### config.mk
export PLATFORM = sky130hd
export DESIGN_NAME = ipt_walker
export DESIGN_NICKNAME = d
export VERILOG_FILES = /design/src/rtl/ipt_walker.sv
export SDC_FILE = /design/constraint.sdc
export NUM_CORES = 1
export LEC_CHECK = 0
export BUFFER_PORTS_ARGS = -buffer_cell sky130_fd_sc_hd__buf_2
export CORE_MARGIN = 3
export CORE_UTILIZATION = 60
export DETAILED_ROUTE_END_ITERATION = 6
export PLACE_DENSITY = 0.78
export SETUP_SLACK_MARGIN = 0.02
export SLEW_MARGIN = 20
export SYNTH_ARGS = -nofsm -noshare
export SYNTH_HDL_FRONTEND = slang
export SYNTH_SLANG_ARGS = --single-unit
### constraint.sdc
create_clock -name clk -period 4.33 [get_ports clk]
set_input_delay 1.0825 -clock clk [delete_from_list [all_inputs] [get_ports clk]]
set_output_delay 1.0825 -clock clk [all_outputs]
set_load 0.01 [all_outputs]
### src/rtl/ipt_walker.sv
module ipt_walker #(
  parameter int FRAMES  = 8,
  parameter int ANCHORS = 16,
  parameter int VPN_W   = 8,
  parameter int PID_W   = 4,
  localparam int FIDX_W = $clog2(FRAMES),
  localparam int AIDX_W = $clog2(ANCHORS),
  localparam int PTR_W  = FIDX_W + 1,
  localparam int STEP_W = $clog2(FRAMES + 1)
) (
  input  logic              clk,
  input  logic              rst_n,
  input  logic              anc_we,
  input  logic [AIDX_W-1:0] anc_slot,
  input  logic [PTR_W-1:0]  anc_ptr,
  input  logic              ent_we,
  input  logic [FIDX_W-1:0] ent_idx,
  input  logic              ent_valid,
  input  logic [PID_W-1:0]  ent_pid,
  input  logic [VPN_W-1:0]  ent_vpn,
  input  logic [PTR_W-1:0]  ent_link,
  input  logic              req_valid,
  input  logic [PID_W-1:0]  req_pid,
  input  logic [VPN_W-1:0]  req_vpn,
  output logic              busy,
  output logic              rsp_valid,
  output logic              rsp_hit,
  output logic [FIDX_W-1:0] rsp_frame,
  output logic [STEP_W-1:0] rsp_steps
);
  localparam int HALF = VPN_W / 2;
  localparam logic [PTR_W-1:0] NULL_PTR = {1'b1, {FIDX_W{1'b0}}};

  typedef enum logic {S_IDLE, S_WALK} state_t;

  logic [PTR_W-1:0]  anchor_q [ANCHORS];
  logic [FRAMES-1:0] ent_v_q;
  logic [PID_W-1:0]  ent_pid_q [FRAMES];
  logic [VPN_W-1:0]  ent_vpn_q [FRAMES];
  logic [PTR_W-1:0]  ent_link_q [FRAMES];

  state_t            state_q;
  logic [FIDX_W-1:0] cur_q;
  logic [STEP_W-1:0] steps_q;
  logic [PID_W-1:0]  pid_q;
  logic [VPN_W-1:0]  vpn_q;

  function automatic logic [AIDX_W-1:0] slot_of(input logic [VPN_W-1:0] v);
    logic [HALF-1:0] f;
    f = v[VPN_W-1:VPN_W-HALF] ^ v[HALF-1:0];
    return AIDX_W'(32'(f) % ANCHORS);
  endfunction

  always_ff @(posedge clk) begin
    if (!rst_n) begin
      for (int i = 0; i < ANCHORS; i++) anchor_q[i] <= NULL_PTR;
      for (int i = 0; i < FRAMES; i++) begin
        ent_pid_q[i]  <= '0;
        ent_vpn_q[i]  <= '0;
        ent_link_q[i] <= NULL_PTR;
      end
      ent_v_q <= '0;
    end else begin
      if (anc_we) anchor_q[anc_slot] <= anc_ptr;
      if (ent_we) begin
        ent_v_q[ent_idx]    <= ent_valid;
        ent_pid_q[ent_idx]  <= ent_pid;
        ent_vpn_q[ent_idx]  <= ent_vpn;
        ent_link_q[ent_idx] <= ent_link;
      end
    end
  end

  assign busy = (state_q == S_WALK);

  wire                accept    = req_valid && !busy;
  wire [PTR_W-1:0]    head      = anchor_q[slot_of(req_vpn)];
  wire                head_null = head[PTR_W-1];
  wire [PTR_W-1:0]    link      = ent_link_q[cur_q];
  wire                match     = ent_v_q[cur_q] && (ent_pid_q[cur_q] == pid_q)
                                  && (ent_vpn_q[cur_q] == vpn_q);
  wire [STEP_W-1:0]   steps_inc = steps_q + 1'b1;
  wire                give_up   = link[PTR_W-1] || (steps_inc == STEP_W'(FRAMES));

  always_ff @(posedge clk) begin
    if (!rst_n) begin
      state_q   <= S_IDLE;
      cur_q     <= '0;
      steps_q   <= '0;
      pid_q     <= '0;
      vpn_q     <= '0;
      rsp_valid <= 1'b0;
      rsp_hit   <= 1'b0;
      rsp_frame <= '0;
      rsp_steps <= '0;
    end else begin
      rsp_valid <= 1'b0;
      rsp_hit   <= 1'b0;
      case (state_q)
        S_IDLE: if (accept) begin
          pid_q   <= req_pid;
          vpn_q   <= req_vpn;
          steps_q <= '0;
          if (head_null) begin
            rsp_valid <= 1'b1;
            rsp_frame <= '0;
            rsp_steps <= '0;
          end else begin
            cur_q   <= head[FIDX_W-1:0];
            state_q <= S_WALK;
          end
        end
        S_WALK: begin
          steps_q <= steps_inc;
          if (match) begin
            rsp_valid <= 1'b1;
            rsp_hit   <= 1'b1;
            rsp_frame <= cur_q;
            rsp_steps <= steps_inc;
            state_q   <= S_IDLE;
          end else if (give_up) begin
            rsp_valid <= 1'b1;
            rsp_frame <= '0;
            rsp_steps <= steps_inc;
            state_q   <= S_IDLE;
          end else begin
            cur_q <= link[FIDX_W-1:0];
          end
        end
        default: state_q <= S_IDLE;
      endcase
    end
  end


  empty_slot_miss_chk: assert property (@(posedge clk) disable iff (!rst_n)
    (accept && head_null) |=> (rsp_valid && !rsp_hit && rsp_steps == '0 && !busy));


  walk_ends_chk: assert property (@(posedge clk) disable iff (!rst_n)
    busy |=> (busy || rsp_valid));


  busy_quiet_chk: assert property (@(posedge clk) disable iff (!rst_n)
    busy |-> !rsp_valid);


  hit_strobe_chk: assert property (@(posedge clk) disable iff (!rst_n)
    rsp_hit |-> rsp_valid);


  step_bound_chk: assert property (@(posedge clk) disable iff (!rst_n)
    rsp_valid |-> (rsp_steps <= STEP_W'(FRAMES)));


  hit_nonzero_chk: assert property (@(posedge clk) disable iff (!rst_n)
    rsp_hit |-> (rsp_steps != '0));
endmodule

### After elaboration in Yosys (flattened, before gate mapping)

Memories as Yosys holds them, arrays and structs flattened. A register that Yosys moved wholly into a read port is not among the register bits.
Index checks and enable logic that the tools add are counted.

* register bits: 37
* bits in writable memories: 192
* bits of input ports: 45
* output and inout port bits: 10
* logic and storage cells: 101
* memories: 4

Memory list
* anchor_q: words 16, width 4, read ports 1, clocked after Yosys merged registers in 0, write ports 16, RTL line 36 `logic [PTR_W-1:0] anchor_q [ANCHORS];`
* ent_vpn_q: words 8, width 8, read ports 1, clocked after Yosys merged registers in 1, write ports 8, RTL line 39 `logic [VPN_W-1:0] ent_vpn_q [FRAMES];`
* ent_link_q: words 8, width 4, read ports 1, clocked after Yosys merged registers in 1, write ports 8, RTL line 40 `logic [PTR_W-1:0] ent_link_q [FRAMES];`
* ent_pid_q: words 8, width 4, read ports 1, clocked after Yosys merged registers in 1, write ports 8, RTL line 38 `logic [PID_W-1:0] ent_pid_q [FRAMES];`

* $add $sub $neg: 1
* order comparisons: 3
* equal/unequal tests: 9
* multiplexer cells: 58
* bitwise gates (word level): 2
* reduce and logical (&&, ||, !) cells: 14

Operator list (count)
* 2-to-1 mux 3 bit: 17
* 2-to-1 mux 4 bit: 9
* 2-to-1 mux 1 bit: 22
* one-hot mux 4 bit (2 select lines): 2
* one-hot mux 3 bit (2 select lines): 2
* OR reduction 4 bit: 3
* != test 2 bit, second input constant: 5
* bitwise mux 8 bit: 1
* equality test 8 bit: 1
* < comparator 3 x 4 -> 1 bit, second input constant: 2
* 2-to-1 mux 8 bit: 1
* OR reduction 8 bit: 1
* adder 4 x 1 -> 4 bit, second input constant: 1
* equality test 4 bit: 1
* equality test 4 bit, second input constant: 1
* logical AND 1 bit: 4
* one-hot mux 1 bit (2 select lines): 2
* AND reduction 2 bit: 2
* AND reduction 4 bit: 1
* bitwise XOR 4 bit: 1
* binary-select mux 1 bit (select 3 bit): 1
* demux 1 bit (select 3 bit): 1
* greater-or-equal comparator 3 x 1 -> 1 bit, second input constant: 1
* != test 3 x 1 -> 1 bit, second input constant: 1
* other kinds (4): 4

### Depth between registers and ports, before layout

* depth after elaboration: 8
* depth in mapped cells: 10

### Least setup slack after synthesis

OpenSTA, ideal clock, no wires.

* path kind: input to register
* start point: in req_vpn[0]
* end point: reg (tool-made name)
* setup time: 144 ps
* arrival: 2976 ps
* slack: 1210 ps
* stages on the path: 8
* buffers on the path: 1
* cells stage by stage: xnor2_2 mux4_2 mux2i_1 mux2i_1 nand2b_1 clkbuf_1 a41oi_1 o311ai_0

RTL lines
* from (decl): RTL line 24 `input logic [VPN_W-1:0] req_vpn,`

==> flow_metrics.env <==
export IMPL_ant_nets=0
export IMPL_clk_path_buf_depth=3
export IMPL_grt_start_max_net_pins=51
export IMPL_post_route_drc_count=0
export IMPL_critical_path_top_delay_family="multiplexers"
export IMPL_clock_latency_ns=0.52
export IMPL_synth_edff_count=192
export IMPL_worst_slack_ns=0.856
export IMPL_final_nets=876
export IMPL_timing_hold_ws_ns=0.463
export IMPL_comb_power_share=0.136
export IMPL_p_sw_frac=0.245
export IMPL_syn2layout_area_growth_pct=13.1
export IMPL_p_seq_frac=0.489
export IMPL_post_cts_buffers=0
export IMPL_cts_sinks=232
export IMPL_cp_arrival_ns=3.88
export IMPL_skew_ns=0.0122
export IMPL_synthTopCellsByCount="edfxtp_1 (192), and2_1 (170), mux4_2 (50)"
export IMPL_clock_fmax_mhz=288
export IMPL_first_iter_violations=772
export IMPL_synth_area_per_cell_um2=13.9
export IMPL_syn_area_mm2=0.0106
export IMPL_dp_hpwl_um=16100
export IMPL_slowest_delay_ns=0.62
export IMPL_track_usage=0.260
export IMPL_clk_pin_slew_ns=0.06
export IMPL_core_mm2=0.0173
export IMPL_row_count=48
export IMPL_min_period_over_period=0.802
export IMPL_wire_per_inst_um=23.1
export IMPL_pre_cts_slack_ns=0.646
export IMPL_place_gp_congestion=0.838
export IMPL_critPathKind="reg -> reg"
export IMPL_grt_pass1_wl_um=39000
export IMPL_drtPass1Iterations=5
export IMPL_synth_top_area_cell="edfxtp_1"
export IMPL_ys_warn_count=0
export IMPL_totalWireLength_um=24900
export IMPL_grt_ovfl_total=0
export IMPL_r2r_end="rsp_frame[0]$_SDFFE_PN0P_"
export IMPL_cts_resized=0
export IMPL_rsz0062_at_grt="no"
export IMPL_vdd_drop_max_mv=0.313
export IMPL_holdPathEnd="rsp_steps[2]$_SDFFE_PN0P_"
export IMPL_setup_viol=0
export IMPL_regArea_mm2=0.00657
export IMPL_end_kind="flop"
export IMPL_tns_ns=0
export IMPL_crit_chain="buf_12, mux4_2, mux2i_1, xor2_1, o2111ai_1, nor4_4, o21bai_2, a32o_1"
export IMPL_clock_power_share=0.374
export IMPL_avgViaCountPerCell=6.20
export IMPL_worst_path_max_fanout=20
export IMPL_die_h_um=139
export IMPL_worstPathRequired_ns=4.73
export IMPL_powerDensity_mw_per_mm2=452
export IMPL_hold_class="reg -> reg"
export IMPL_num_vias=6657
export IMPL_h_tree_depth=1
export IMPL_grt_pass1_vias=6961
export IMPL_die_area_mm2=0.0193
export IMPL_leakage_uw=0.00424
export IMPL_io_buffers=54
export IMPL_async_flop_share=0
export IMPL_die_width_um=139
export IMPL_p_switching_uw=1330
export IMPL_maxCapViolations=0
export IMPL_crit_buf_inv=1
export IMPL_num_io_pins=55
export IMPL_reg2reg_slack_ns=0.86
export IMPL_antenna_found_initial=1
export IMPL_postCtsHoldBufs=0
export IMPL_hold_violations=0
export IMPL_internal_power_uw=4100
export IMPL_cp_depth=8
export IMPL_cts_buffers=24
export IMPL_synth_top_area_share=0.543
export IMPL_worstMarginPinSlew_ns=0.959
export IMPL_synthCells=767
export IMPL_yosysUniqueCellTypes=49
export IMPL_cts_tree="yes"
export IMPL_multi_input_area_mm2=0.00387
export IMPL_hold_depth=2
export IMPL_min_period_ns=3.47
export IMPL_yosysMostFrequentCell="edfxtp_1"
export IMPL_maxSlewViolCount=0
export IMPL_synth_top_flop_cell="edfxtp_1"
export IMPL_drive_gt1_frac=0.200
export IMPL_startpoint_type="flop"
export IMPL_fill_cells=1186
export IMPL_ys_seq_elements=232
export IMPL_slew_headroom=0.359
export IMPL_hold_start="rsp_steps[2]$_SDFFE_PN0P_"
export IMPL_ys_seq_area_frac=0.618
export IMPL_cts_root_buffer="clkbuf_16"
export IMPL_status="finished clean"
export IMPL_cpMaxStageDelayCell="dfxtp_2"
export IMPL_r2r_cells=8
export IMPL_synth_nets=813
export IMPL_start_util=0.614
export IMPL_synth_area_leaders="edfxtp_1 (54%), mux4_2 (11%), and2_1 (10%)"
## layout make-up
cell class | count | share of cell area
clock inverter | 12 | 0.00864
inverter | 10 | 0.00312
clock buffer | 32 | 0.0560
antenna | 1 | 0.000208
tap | 225 | 0.0234
sequential | 232 | 0.547
multi-input combinational | 484 | 0.322
timing repair buffer | 78 | 0.0398
## sequential cells by signal (all words and copies together), names as in the netlist, 3 cells and up, named ones only
| signal | cells |
|---|---|
| anchor_q | 64 |
| cur_q | 3 |
| ent_link_q | 32 |
| ent_pid_q | 32 |
| ent_v_q | 8 |
| ent_vpn_q | 64 |
| pid_q | 4 |
| rsp_frame | 3 |
| rsp_steps | 4 |
| steps_q | 4 |
| vpn_q | 8 |
## power by group through the flow
stage,Clock (µW),Sequential [µW],Combinational (µW)
final,2030,2660,741
after global routing,2150,2670,791
after CTS,2040,2660,739
after detailed placement,0,2700,733
after global placement,0,2690,708
after floorplan,0,2640,532
## kinds of logic (layout without fill, tap and decap cells)
kind of cell | Yosys count | count (layout) | synth area share
other | 0 | 1 | 0
XOR/XNOR | 19 | 19 | 0.0164
multiplexers | 76 | 76 | 0.131
buffers and inverters | 51 | 132 | 0.0214
AO/OA/AOI/OAI | 73 | 73 | 0.0436
flip-flops | 232 | 232 | 0.618
AND/OR/NAND/NOR | 315 | 315 | 0.169
adder cells (fa/ha/maj) | 1 | 1 | 0.00118
## worst max path at each step
stage,from,endpoint
4_1_cts,flop,rsp_frame[0]$_SDFFE_PN0P_
6_report,flop,rsp_frame[0]$_SDFFE_PN0P_
3_3_place_gp,req_vpn[0],cur_q[1]$_SDFFE_PN0P_
2_1_floorplan,req_vpn[0],flop
3_5_place_dp,req_vpn[0],cur_q[1]$_SDFFE_PN0P_
5_1_grt,flop,rsp_frame[1]$_SDFFE_PN0P_
## per-stage QoR
step           instances   util  cell area [µm²]  power, µW
5_1_grt             1074  0.695            12000       5610
3_5_place_dp        1027  0.648            11200       3430
4_1_cts             1071  0.693            12000       5440
3_3_place_gp        1027  0.648            11200       3400
6_report            1074  0.695            12000       5430
2_1_floorplan        767      -            10600       3180
## metal layers
layer  share of wire  global-route usage  routed length (µm)  vias to the layer above
met5               0                   0                   0                        -
met4           0.020              0.0669                 500                        0
met3           0.073              0.0376                1810                       47
met2            0.51               0.442               12800                      297
met1            0.39               0.359                9770                     3350
li1                -                   -                   -                     2963
## worst register-to-register path: cells and delay by family (launching register included)
kind | cells | cell delay, ns
AO/OA/AOI/OAI | 3 | 0.74
XOR/XNOR | 1 | 0.27
flip-flops | 1 | 0.62
AND/OR/NAND/NOR | 1 | 0.56
buffers and inverters | 1 | 0.28
multiplexers | 2 | 0.89
## cell usage in the layout, fill, tap and decap left out, types with 3 or more instances in the layout
cell and count:
edfxtp_1 192, and2_1 170, buf_2 54, mux4_2 50, nand2_1 44, dfxtp_1 39, nor2_1 27, clkbuf_16 26
mux2i_1 23, o21ai_0 23, or3_1 22, buf_4 21, nand2b_1 17, xor2_1 17, a21oi_1 16, nand3_1 12
inv_1 10, o21ai_1 7, clkinv_1 7, o311ai_0 6, clkbuf_1 6, nand4_1 4, nor3_1 4, nor2b_1 4
o2111ai_1 3, o211ai_1 3, a32o_1 3
Note: power is estimated with default switching activity, not from simulation.
